--- src/rtl/strobe_probe_pkg.sv ---
package strobe_probe_pkg;

    // Run phases of the sampling sequencer
    typedef enum logic [1:0] {
        PH_IDLE  = 2'd0,
        PH_CLEAR = 2'd1,
        PH_READ  = 2'd2,
        PH_DONE  = 2'd3
    } phase_t;

    // Configuration captured at the accepted start
    localparam int unsigned BOUND_W = 8;

    typedef struct packed {
        logic               chan;
        logic               ilv;
        logic [BOUND_W-1:0] bound;
    } probe_cfg_t;

    // Running strobe status
    typedef struct packed {
        logic all_high;
        logic all_low;
    } level_acc_t;

    // Fold one captured sample into the running status
    function automatic level_acc_t fold_sample(level_acc_t acc, logic level);
        level_acc_t nxt;
        nxt.all_high = acc.all_high & level;
        nxt.all_low  = acc.all_low & ~level;
        return nxt;
    endfunction

    // Status right after the clear cycle (no sample seen yet)
    localparam level_acc_t ACC_CLEARED = '{all_high: 1'b1, all_low: 1'b1};
    localparam level_acc_t ACC_RESET   = '{all_high: 1'b0, all_low: 1'b0};

endpackage

--- src/rtl/strobe_probe_seq.sv ---
module strobe_probe_seq
    import strobe_probe_pkg::*;
#(
    parameter int unsigned READS = 56
) (
    input  logic                         clk,
    input  logic                         rst,
    input  logic                         start_i,
    input  logic                         ack_i,
    output phase_t                       phase_o,
    output logic                         accept_o,
    output logic [$clog2(READS)-1:0]     idx_o
);
    localparam int unsigned IDX_W = $clog2(READS);
    localparam logic [IDX_W-1:0] LAST_IDX = IDX_W'(READS - 1);

    phase_t           phase_q;
    logic [IDX_W-1:0] idx_q;

    assign accept_o = (phase_q == PH_IDLE) && start_i;

    always_ff @(posedge clk) begin
        if (rst) begin
            phase_q <= PH_IDLE;
            idx_q   <= '0;
        end else begin
            unique case (phase_q)
                PH_IDLE: begin
                    if (start_i) begin
                        phase_q <= PH_CLEAR;
                        idx_q   <= '0;
                    end
                end
                PH_CLEAR: phase_q <= PH_READ;
                PH_READ: begin
                    if (ack_i) begin
                        if (idx_q == LAST_IDX) begin
                            phase_q <= PH_DONE;
                        end else begin
                            idx_q <= idx_q + 1'b1;
                        end
                    end
                end
                PH_DONE: phase_q <= PH_IDLE;
                default: phase_q <= PH_IDLE;
            endcase
        end
    end

    assign phase_o = phase_q;
    assign idx_o   = idx_q;

endmodule

--- src/rtl/strobe_probe_addr.sv ---
module strobe_probe_addr
    import strobe_probe_pkg::*;
#(
    parameter int unsigned ADDR_W      = 32,
    parameter int unsigned ILV_BIT     = 6,
    parameter int unsigned BOUND_SHIFT = 25,
    parameter int unsigned PAIR_STRIDE = 128
) (
    input  logic              clk,
    input  logic              rst,
    input  logic              load_i,
    input  probe_cfg_t        cfg_i,
    input  logic              odd_i,
    output logic [ADDR_W-1:0] addr_o
);
    localparam logic [ADDR_W-1:0] STRIDE_V = ADDR_W'(PAIR_STRIDE);
    localparam logic [ADDR_W-1:0] ILV_V    = ADDR_W'(1) << ILV_BIT;

    logic [ADDR_W-1:0] base_next;
    logic [ADDR_W-1:0] base_q;

    // Probe base address selected by channel and interleave mode
    always_comb begin
        if (!cfg_i.chan) begin
            base_next = '0;
        end else if (cfg_i.ilv) begin
            base_next = ILV_V;
        end else begin
            base_next = ADDR_W'(cfg_i.bound) << BOUND_SHIFT;
        end
    end

    always_ff @(posedge clk) begin
        if (rst) begin
            base_q <= '0;
        end else if (load_i) begin
            base_q <= base_next;
        end
    end

    assign addr_o = base_q + (odd_i ? STRIDE_V : '0);

endmodule

--- src/rtl/strobe_probe_acc.sv ---
module strobe_probe_acc
    import strobe_probe_pkg::*;
(
    input  logic       clk,
    input  logic       rst,
    input  logic       clear_i,
    input  logic       capture_i,
    input  logic       level_i,
    output logic [1:0] code_o
);
    level_acc_t acc_q;

    always_ff @(posedge clk) begin
        if (rst) begin
            acc_q <= ACC_RESET;
        end else if (clear_i) begin
            acc_q <= ACC_CLEARED;
        end else if (capture_i) begin
            acc_q <= fold_sample(acc_q, level_i);
        end
    end

    assign code_o = {acc_q.all_high, acc_q.all_low};

endmodule

--- src/rtl/strobe_probe.sv ---
module strobe_probe
    import strobe_probe_pkg::*;
#(
    parameter int unsigned ADDR_W      = 32,
    parameter int unsigned ITERATIONS  = 28,
    parameter int unsigned PAIR_STRIDE = 128,
    parameter int unsigned ILV_BIT     = 6,
    parameter int unsigned BOUND_SHIFT = 25
) (
    input  logic              clk,
    input  logic              rst,
    input  logic              start_i,
    input  logic              chan_sel_i,
    input  logic              interleave_i,
    input  logic [7:0]        boundary_i,
    output logic              rd_req_o,
    output logic [ADDR_W-1:0] rd_addr_o,
    input  logic              rd_ack_i,
    input  logic              strobe_i,
    output logic              busy_o,
    output logic              done_o,
    output logic [1:0]        result_o
);
    localparam int unsigned READS = 2 * ITERATIONS;
    localparam int unsigned IDX_W = $clog2(READS);

    phase_t           phase;
    logic             accept;
    logic [IDX_W-1:0] idx;
    logic             capture;
    probe_cfg_t       cfg;

    assign cfg = '{chan: chan_sel_i, ilv: interleave_i, bound: boundary_i};

    strobe_probe_seq #(
        .READS(READS)
    ) u_seq (
        .clk     (clk),
        .rst     (rst),
        .start_i (start_i),
        .ack_i   (rd_ack_i),
        .phase_o (phase),
        .accept_o(accept),
        .idx_o   (idx)
    );

    strobe_probe_addr #(
        .ADDR_W     (ADDR_W),
        .ILV_BIT    (ILV_BIT),
        .BOUND_SHIFT(BOUND_SHIFT),
        .PAIR_STRIDE(PAIR_STRIDE)
    ) u_addr (
        .clk   (clk),
        .rst   (rst),
        .load_i(accept),
        .cfg_i (cfg),
        .odd_i (idx[0]),
        .addr_o(rd_addr_o)
    );

    assign capture = (phase == PH_READ) && rd_ack_i;

    strobe_probe_acc u_acc (
        .clk      (clk),
        .rst      (rst),
        .clear_i  (phase == PH_CLEAR),
        .capture_i(capture),
        .level_i  (strobe_i),
        .code_o   (result_o)
    );

    assign rd_req_o = (phase == PH_READ);
    assign busy_o   = (phase != PH_IDLE);
    assign done_o   = (phase == PH_DONE);

endmodule

--- config.mk ---
export PLATFORM = sky130hd
export DESIGN_NAME = strobe_probe
export DESIGN_NICKNAME = d
export VERILOG_FILES = /design/src/rtl/strobe_probe_pkg.sv /design/src/rtl/strobe_probe_seq.sv /design/src/rtl/strobe_probe_addr.sv /design/src/rtl/strobe_probe_acc.sv /design/src/rtl/strobe_probe.sv
export SDC_FILE = /design/constraint.sdc
export NUM_CORES = 1
export LEC_CHECK = 0
export ABC_CLOCK_PERIOD_IN_PS = 2070
export BUFFER_PORTS_ARGS = -buffer_cell sky130_fd_sc_hd__buf_2
export CAP_MARGIN = 20
export CORE_MARGIN = 4
export CORE_UTILIZATION = 45
export DETAILED_ROUTE_END_ITERATION = 12
export PLACE_DENSITY = 0.86
export SYNTH_ARGS = -nofsm -noshare
export SYNTH_HDL_FRONTEND = slang
export SYNTH_SLANG_ARGS = --single-unit
--- constraint.sdc ---
create_clock -name clk -period 2.07 [get_ports clk]
set_clock_uncertainty 0.15 [all_clocks]
set_input_delay 0.1035 -clock clk [delete_from_list [all_inputs] [get_ports clk]]
set_output_delay 0.1035 -clock clk [all_outputs]
set_load 0.02 [all_outputs]
==> results of run 1 <==
## metal layers
layer	part of all wire (%)	track usage [%]
met1	37	16.2
met2	55	29.2
met3	7.3	3.62
met4	0.47	4.30
met5	0	0
## logic make-up (layout without fill, tap and decap cells)
kind of cell	after synthesis	in the layout
AO/OA/AOI/OAI	26	26
adder cells (fa/ha/maj)	6	6
buffers and inverters	32	47
flip-flops	18	18
multiplexers	3	3
other	1	23
AND/OR/NAND/NOR	40	40
## sequential cells by signal, indices dropped and copies added, names as in the netlist
name	flops
u_seq.idx_o	6
u_acc.code_o	2
u_seq.phase_o	2
u_addr.base_q	8
## worst register-to-register path, stage by stage, from the launching register on
cell and delay (ps):
dfxtp_1 360, inv_1 110, ha_1 300, nand2_2 170
nor3b_2 450, a22oi_1 130, nor2_1 140
## layout make-up
type	instances	area, um^2
tap	28	35.0
multi-input combinational	98	578
inverter	4	15.0
sequential	18	360
clock buffer	4	36.3
fill	197	980
timing repair buffer	39	250
## cells in the final DEF, fill, tap and decap left out, types with 2 or more instances in the layout
master and instances:
mux2i_1 2, a21oi_1 11, buf_2 27, nor3_1 3, nand2b_1 3, buf_4 2
dlygate4sd3_1 10, nand3b_1 2, a22oi_1 7, ha_1 6, nand2_1 7, inv_1 4
o21ai_0 3, conb_1 23, nor2_1 10, nand4_1 5, clkbuf_4 3, o21a_1 2
dfxtp_1 18
## path summary, 6_finish.rpt
path              cells after the start                end              from
hold reg to reg                       2   u_addr.base_q[6]  u_addr.base_q[6]
setup / recovery                      6  u_addr.base_q[26]  u_seq.phase_o[0]
setup reg to reg                      6  u_addr.base_q[26]  u_seq.phase_o[0]
hold / removal                        2  u_addr.base_q[27]               rst
## repair_timing
item                                   4_1_cts  5_1_grt
hold buffers                                10        0
gates resized for setup                      0        0
endpoints found under the hold margin        9        0
## through the flow
stage | worst slack, ps | hold slack [ps]
final | 196 | 42.2
after global placement | 334 | 189
after detailed placement | 255 | 204
after floorplan | 416 | 102
after CTS | 219 | 25.4
after global routing | 95.6 | 38.3
## power by group
group          switching (W)  internal (W)
Combinational       0.000296      0.000171
Clock               0.000112      0.000107
Sequential         0.0000297      0.000386
Total               0.000438      0.000664
==> run summary, run 1 <==
Final Max Tran Viols - 0
Final period utilization - 90.5%
Maximum vdd drop - 0.659 mV
# Max-Cap Violations - 0
Clock slew at reported path FFs - 110 ps
Syn. warnings - 0
Top cells by area, synth - dfxtp_1, buf_4, ha_1
Post-CTS Setup Inserts - 0
ANT nets after route - 0
Gpl congestion - 0.750
Clock root buffer - clkbuf_4
Critical Path RT - 2140 ps
Final setup TNS - 0 ps
RSZ-0062 raised after global routing - no
Post-synthesis compound-gate area fraction - 15.2%
ANT cells - 0
Final setup fails - 0
Maximum fanout along the worst path - 9
Dpl cells - 177
Fraction of layout cells with a size suffix above 1 - 23.3%
Xor-xnor portion of the synthesized cell area - 0%
DP HPWL - 1690 um
H-tree depth - 1
Largest family of logic cells by synthesized area - simple AND/OR/NAND/NOR gates
Layout area overhead - 18.4%
Die ar. - 3240 um^2
DRT Pass-1 Iters - 4
Initial Util - 47.8%
Clock Tree Buf Depth - 2
Arrival time worst endpoint - 1950 ps
Post-layout power - 0.00110 W
Setup slack, reg-to-reg - 200 ps
Die W - 56.9 um
Synthesized instance count - 126
Hold Path Class - in -> reg
Tmin final - 1870 ps
CP endpoint kind - register
Final-report hold violation count - 0
Adder-cell share of the synthesized area - 6.97%
Post-synthesis cell type count - 32
Share of flip-flops with an asynchronous set or reset - 0%
Synth area leader - dfxtp_1
# rows - 17
Synthesized cell area - 1080 um^2
Multiplexer area fraction after synthesis - 2.90%
Clk_lat worst skew - 290 ps
Share of the core filled with cells - 56.5%
Die height - 56.9 um
WP buf/inv - 1
Port Buffers - 27
Commonest cells post-synth - buf_4, dfxtp_1, a21oi_1
Peak Freq - 534 MHz
Critical-path top delay cell - nor3b_2
Type of origin of the critical path - register
Yosys top cell area share - 33.4%
GRT Util Overall - 15.2%
Yosys reg bits - 18
Drt wl/cell - 13.4 um
Core ar. - 2250 um^2
Synth Area in Simple Gates - 20.6%
Setup Crit Path Kind - reg -> reg
Final Instance Area - 1270 um^2
Grt total ovfl - 0
Dominant synthesized flop cell - dfxtp_1
Cell family with most CP delay - simple AND/OR/NAND/NOR gates
CTS tree - yes
Most frequent cell after synthesis - buf_4
Number of synthesized flops with an enable pin - 0
CP max stage delay - 450 ps
Vias/cell - 5.02
CTS Buf Count - 3
Worst-path cell chain - inv_1, ha_1, nand2_2, nor3b_2, a22oi_1, nor2_1
Routed Wire Length - 2550 um
Cell Pwr Density - 864 nW/um^2
Leak Pwr - 0.604 nW
Initial antenna violation count - 0
Io pins - 52
Synthesized area per cell - 8.55 um^2
Clock sinks - 18
Register area share after synthesis - 33.4%
Placed instance area - 1140 um^2
Number of DRC markers in iteration 0 - 20
Largest net degree at the start of global routing - 20
Layout Cells excl Fill - 191
Nets - 185
First-pass GRT wire length - 4000 um
Status - finished, final reports clean
Remaining DRCs - 0
Vias in the first global route - 921
Vias - 959
Power figures use the tool's default switching activity.
==> inputs of run 2 (changes only) <==
CORE_UTILIZATION = 47   (was 45)
CTS_BUF_LIST = sky130_fd_sc_hd__clkbuf_8   (was unset)
PLACE_DENSITY = 0.89   (was 0.86)
==> run 2 against run 1 <==
Sequential cell count unchanged. Total power increased by 7.0%. Critical path depth unchanged. Die area decreased by 3.7%. Utilization increased by 2.0 points. Non-clock buffer count decreased by 2. Sequential share of layout area decreased by 0.17 points. Clock-buffer cell count unchanged. Largest power group unchanged. Highest routed layer unchanged.
==> run summary, run 2 (synthesis results as in run 1) <==
CTS Buf Count - 3 (unchanged)
Initial Util - 49.2% (+1.4 points)
Reg with most FFs - u_addr.base_q
Port Buffers - 27 (unchanged)
Type of origin of the critical path - register
Grt total ovfl - 0 (unchanged)
Fin Hold WS - 35.6 ps (-6.67 ps)
Io pins - 52 (unchanged)
DRT Pass-1 Iters - 4 (unchanged)
Number of DRC markers in iteration 0 - 30 (+50%)
GRT Util Overall - 16.3% (+1.2 points)
Drt wl/cell - 14.1 um (+5.7%)
Critical Path Stages - 6 (unchanged)
Fraction of layout cells with a size suffix above 1 - 23.0% (-0.33 points)
Hold Path Class - in -> reg
Maximum fanout along the worst path - 9 (unchanged)
Placed instance area - 1130 um^2 (-0.66%)
# rows - 17 (unchanged)
Die height - 55.9 um (-1.9%)
Final Instance Area - 1280 um^2 (+0.59%)
ANT cells - 0 (unchanged)
Final period utilization - 91.4% (+0.82 points)
Remaining DRCs - 0 (unchanged)
Initial antenna violation count - 0 (unchanged)
RSZ-0062 raised after global routing - no
Comb pwr share - 40.2% (-2.2 points)
Post-CTS Setup Inserts - 0 (unchanged)
ANT nets after route - 0 (unchanged)
Vias/cell - 5.20 (+3.5%)
Vias - 982 (+2.4%)
Leak Pwr - 0.606 nW (+0.34%)
H-tree depth - 1 (unchanged)
Final setup fails - 0 (unchanged)
Maximum vdd drop - 0.768 mV (+17%)
Clock slew at reported path FFs - 70 ps (-40 ps)
Nets - 183 (-1.1%)
Die ar. - 3120 um^2 (-3.7%)
Routed Wire Length - 2670 um (+4.6%)
Die W - 55.9 um (-1.9%)
Largest net degree at the start of global routing - 20 (unchanged)
Critical Path RT - 2110 ps (-30 ps)
DP HPWL - 1740 um (+2.8%)
Critical-path top delay cell - nor3b_4
Arrival time worst endpoint - 1930 ps (-20 ps)
Core ar. - 2190 um^2 (-2.8%)
Cell family with most CP delay - simple AND/OR/NAND/NOR gates
Internal power - 0.000721 W (+8.5%)
Status - finished, final reports clean
Final setup TNS - 0 ps (unchanged)
Psw - 0.000458 W (+4.7%)
WP buf/inv - 1 (unchanged)
Clock sinks - 18 (unchanged)
Tmin final - 1890 ps (+17.0 ps)
Clk_lat worst skew - 250 ps (-40 ps)
Commonest non-fill, non-tap cell in the layout - buf_2
Cell Pwr Density - 920 nW/um^2 (+6.4%)
Clock power frac - 24.4% (+4.5 points)
CP endpoint kind - register
CTS tree - yes
Clock Tree Buf Depth - 2 (unchanged)
Switch share - 38.9% (-0.84 points)
Final-report hold violation count - 0 (unchanged)
CP max stage delay - 420 ps (-30 ps)
Gpl congestion - 0.756 (+0.68%)
Highest-count cells in the layout ignoring fill and taps - buf_2, conb_1, dfxtp_1, a21oi_1, nor2_1
Hold Crit Depth - 4 (+2)
Clock root buffer - clkbuf_8
Setup Crit Path Kind - reg -> reg
Post-layout power - 0.00118 W (+7.0%)
FF-to-FF path depth - 6 (unchanged)
First-pass GRT wire length - 4140 um (+3.6%)
Vias in the first global route - 955 (+3.7%)
# Max-Cap Violations - 0 (unchanged)
Final Max Tran Viols - 0 (unchanged)
Sequential share of power - 35.4% (-2.3 points)
Max reg flops - 8 (unchanged)
Worst-path cell chain - inv_1, ha_1, nand2_2, nor3b_4, a22oi_1, nor2_1
Layout area overhead - 19.0%
Peak Freq - 529 MHz (-0.90%)
==> run 2: cell count changes in the layout (fill, tap and decap cells not counted) <==
cell,delta
clkbuf_4,-3
nor3b_2,-1
buf_4,-1
dlygate4sd3_1,-1
nor3b_4,+1
clkbuf_8,+3
==> run 2: final timing paths <==
path,startpoint,end,slack [ps]
hold reg to reg,u_addr.base_q[6],u_addr.base_q[6],330
setup reg to reg,u_seq.phase_o[0],u_addr.base_q[25],180
setup / recovery,u_seq.phase_o[0],u_addr.base_q[25],180
hold / removal,strobe_i,u_acc.code_o[0],40
==> run 2: area by class of cell <==
| class | count | area, um^2 |
|---|---|---|
| clock buffer | 4 | 55.1 |
| fill | 182 | 908 |
| inverter | 4 | 15.0 |
| multi-input combinational | 98 | 584 |
| sequential | 18 | 360 |
| tap | 28 | 35.0 |
| timing repair buffer | 37 | 233 |
==> run 2: per-layer routing <==
| layer | GRT usage, % | vias up | wire (um) |
|---|---|---|---|
| li1 | - | 460 | - |
| met1 | 16.7 | 448 | 958 |
| met2 | 30.4 | 63 | 1380 |
| met3 | 5.34 | 11 | 262 |
| met4 | 6.44 | 0 | 71 |
| met5 | 0 | - | 0 |
==> run 2: repair_timing <==
| item | 4_1_cts | 5_1_grt |
|---|---|---|
| resized for setup | 0 | 1 |
| endpoints found under the setup margin | 0 | 5 |
| hold buffers | 9 | 0 |
| endpoints found under the hold margin | 8 | 0 |
==> run 2: tightest hold or removal path, stage by stage <==
cell     delay [ps]
buf_2           110
nand3_1          60
a21oi_1          60
nor2_1           80
==> run 2: metrics by stage <==
step | utilization [%] | cells | setup WS, ps
6_report | 58.5 | 189 | 179
3_3_place_gp | 51.6 | 176 | 307
2_1_floorplan | - | 148 | 416
3_5_place_dp | 51.6 | 176 | 221
5_1_grt | 58.5 | 189 | 50.2
4_1_cts | 58.3 | 189 | 196
==> run 2: power groups by stage <==
| stage | clock network, W | registers (W) | logic [W] |
|---|---|---|---|
| 2_1_floorplan | 0 | 0.000447 | 0.000331 |
| 3_3_place_gp | 0 | 0.000419 | 0.000421 |
| 3_5_place_dp | 0 | 0.000424 | 0.000440 |
| 4_1_cts | 0.000291 | 0.000416 | 0.000459 |
| 5_1_grt | 0.000307 | 0.000422 | 0.000514 |
| 6_report | 0.000288 | 0.000417 | 0.000474 |
==> inputs of run 3 (changes only) <==
ABC_AREA = 1   (was unset)
CORE_UTILIZATION = 48   (was 47)
PLACE_DENSITY = 0.9   (was 0.89)
==> run 3 against run 2 <==
Area after synthesis grew 4.1%. Cell count up 17%. Critical path depth up 3. Worst setup slack improved by 93 ps. Total power rose by 30%. Fmax grew 5.2%. Register-to-register slack improved by 90 ps.
==> run summary, run 3 <==
Status - finished, final reports clean
Port Buffers - 27 (unchanged)
DRT Pass-1 Iters - 4 (unchanged)
Leak Pwr - 0.665 nW (+9.8%)
Gpl congestion - 0.882 (+17%)
Tmin final - 1800 ps (-92.9 ps)
Clk_lat worst skew - 250 ps (about the same)
Post-synthesis compound-gate area fraction - 8.71% (-6.5 points)
Fin Hold WS - 12.8 ps (-22.8 ps)
Clock power frac - 18.7% (-5.7 points)
Critical Path RT - 2070 ps (-40 ps)
Hold Path Class - in -> reg
Maximum fanout along the worst path - 8 (-1)
Register area share after synthesis - 32.1% (-1.3 points)
First-pass GRT wire length - 4060 um (-2.0%)
Reg with most FFs - u_addr.base_q
Largest net degree at the start of global routing - 14 (-30%)
Final setup TNS - 0 ps (unchanged)
Layout area overhead - 18.2%
Xor-xnor portion of the synthesized cell area - 0% (unchanged)
Post-layout power - 0.00153 W (+30%)
Hold buffer count at CTS - 8 (-1)
Sequential share of power - 32.7% (-2.7 points)
Grt total ovfl - 0 (unchanged)
Synth area leader - dfxtp_1
Core ar. - 2210 um^2 (+0.97%)
H-tree depth - 1 (unchanged)
Peak Freq - 556 MHz (+5.2%)
Synthesized area per cell - 7.10 um^2 (-17%)
Clock Tree Buf Depth - 2 (unchanged)
Post-cts resize count - 0 (unchanged)
# rows - 17 (unchanged)
Die height - 56.3 um (+0.81%)
Initial Util - 50.7% (+1.5 points)
Final Max Tran Viols - 0 (unchanged)
DP HPWL - 1690 um (-2.9%)
Die ar. - 3170 um^2 (+1.6%)
Top cells by area, synth - dfxtp_1, buf_4, nand2_1
Dominant synthesized flop cell - dfxtp_1
Routed Wire Length - 2490 um (-6.7%)
Post-CTS Setup Inserts - 0 (unchanged)
Adder-cell share of the synthesized area - 6.70% (-0.27 points)
Syn. warnings - 0 (unchanged)
# Max-Cap Violations - 0 (unchanged)
Die W - 56.3 um (+0.81%)
RSZ-0062 raised after global routing - no
Max reg flops - 8 (unchanged)
Number of DRC markers in iteration 0 - 24 (-20%)
Fraction of layout cells with a size suffix above 1 - 20.1% (-2.9 points)
Commonest cells post-synth - nand2_1, buf_4, dfxtp_1
PnR worst setup slack - 272 ps (+92.9 ps)
Final setup fails - 0 (unchanged)
Vias - 1046 (+6.5%)
Clock sinks - 18 (unchanged)
Commonest non-fill, non-tap cell in the layout - nand2_1
Psw - 0.000678 W (+48%)
GRT Util Overall - 15.9% (-0.42 points)
Worst slack at placement - 306 ps (+85.2 ps)
Synth Area in Simple Gates - 30.7% (+10 points)
ANT cells - 0 (unchanged)
Drt wl/cell - 11.2 um (-21%)
CP endpoint kind - register
Setup Crit Path Kind - reg -> reg
Io pins - 52 (unchanged)
Switch share - 44.4% (+5.5 points)
Cell Pwr Density - 1150 nW/um^2 (+25%)
CTS Buf Count - 3 (unchanged)
Largest family of logic cells by synthesized area - simple AND/OR/NAND/NOR gates
Synthesized cell area - 1120 um^2 (+4.1%)
Vias in the first global route - 935 (-2.1%)
Clock root buffer - clkbuf_8
ANT nets after route - 0 (unchanged)
Multiplexer area fraction after synthesis - 0% (-2.9 points)
Yosys reg bits - 18 (unchanged)
Remaining DRCs - 0 (unchanged)
Type of origin of the critical path - register
Final-report hold violation count - 0 (unchanged)
Number of synthesized flops with an enable pin - 0 (unchanged)
Final period utilization - 86.9% (-4.5 points)
Clock slew at reported path FFs - 70 ps (about the same)
Comb pwr share - 48.6% (+8.4 points)
Highest-count cells in the layout ignoring fill and taps - nand2_1, buf_2, conb_1, dfxtp_1, nor2_1
Vias/cell - 4.71 (-9.3%)
CTS tree - yes
Nets - 216 (+18%)
Share of flip-flops with an asynchronous set or reset - 0% (unchanged)
Maximum vdd drop - 0.912 mV (+19%)
Initial antenna violation count - 0 (unchanged)
Synthesized instance count - 158 (+25%)
Most frequent cell after synthesis - nand2_1
Arrival time worst endpoint - 1800 ps (-130 ps)
Post-synthesis cell type count - 22 (-31%)
Yosys top cell area share - 32.1% (-1.3 points)
Internal power - 0.000850 W (+18%)
==> run 3: cell types whose count changed after synthesis, moves of 4 or more <==
| cell | delta |
|---|---|
| inv_1 | +10 |
| nand4_1 | -4 |
| nand2_1 | +30 |
| nor2_1 | +5 |
| a22oi_1 | -7 |
| nand3_1 | +9 |
==> run 3: worst paths after layout <==
| check | slack [ps] | endpoint | startpoint | depth (start not counted) |
|---|---|---|---|---|
| max reg2reg | 270 | u_seq.idx_o[0] | u_seq.phase_o[0] | 9 |
| min reg2reg | 310 | u_addr.base_q[30] | u_addr.base_q[30] | 2 |
| min | 10 | u_addr.base_q[6] | chan_sel_i | 3 |
| max | 270 | u_seq.idx_o[0] | u_seq.phase_o[0] | 9 |
==> run 3: metrics by stage <==
step | cells | area, um^2 | util, %
final | 222 | 1330 | 59.9
after global routing | 222 | 1330 | 59.9
after CTS | 222 | 1330 | 59.9
after detailed placement | 210 | 1190 | 53.8
after global placement | 210 | 1190 | 53.8
after floorplan | 180 | 1200 | -
==> run 3: critical path, stage by stage, from the launching register on <==
cell     delay, ps
dfxtp_1        330
inv_1          120
ha_1           350
nand2_1        120
nor2_1         210
nand2_2        150
nand2_4        120
nand2_1         50
nand2_1         60
nor2_1          40
==> run 3: power groups by stage <==
stage / sequential [W] / clock (W) / combinational [W]
4_1_cts: 0.000499 / 0.000292 / 0.000735
6_report: 0.000500 / 0.000286 / 0.000743
2_1_floorplan: 0.000522 / 0 / 0.000566
3_5_place_dp: 0.000506 / 0 / 0.000722
5_1_grt: 0.000512 / 0.000311 / 0.000839
3_3_place_gp: 0.000502 / 0 / 0.000697
==> run 3: final cells by class <==
cell class                 instances  area, um^2
clock buffer                       4        55.1
fill                             202         887
inverter                          15        56.3
multi-input combinational        122         603
sequential                        18         360
tap                               28        35.0
timing repair buffer              35         215
==> run 3: layer usage <==
layer	share of wire, %	track usage, %	up-vias
met2	51	26.5	51
met4	1.7	8.47	0
li1	-	-	523
met3	9.0	3.91	6
met1	38	18.6	466
met5	0	0	-
==> run 3: cells by family after synthesis <==
group	count (synthesis)
AO/OA/AOI/OAI	18
adder cells (fa/ha/maj)	6
buffers and inverters	40
flip-flops	18
other	1
AND/OR/NAND/NOR	75
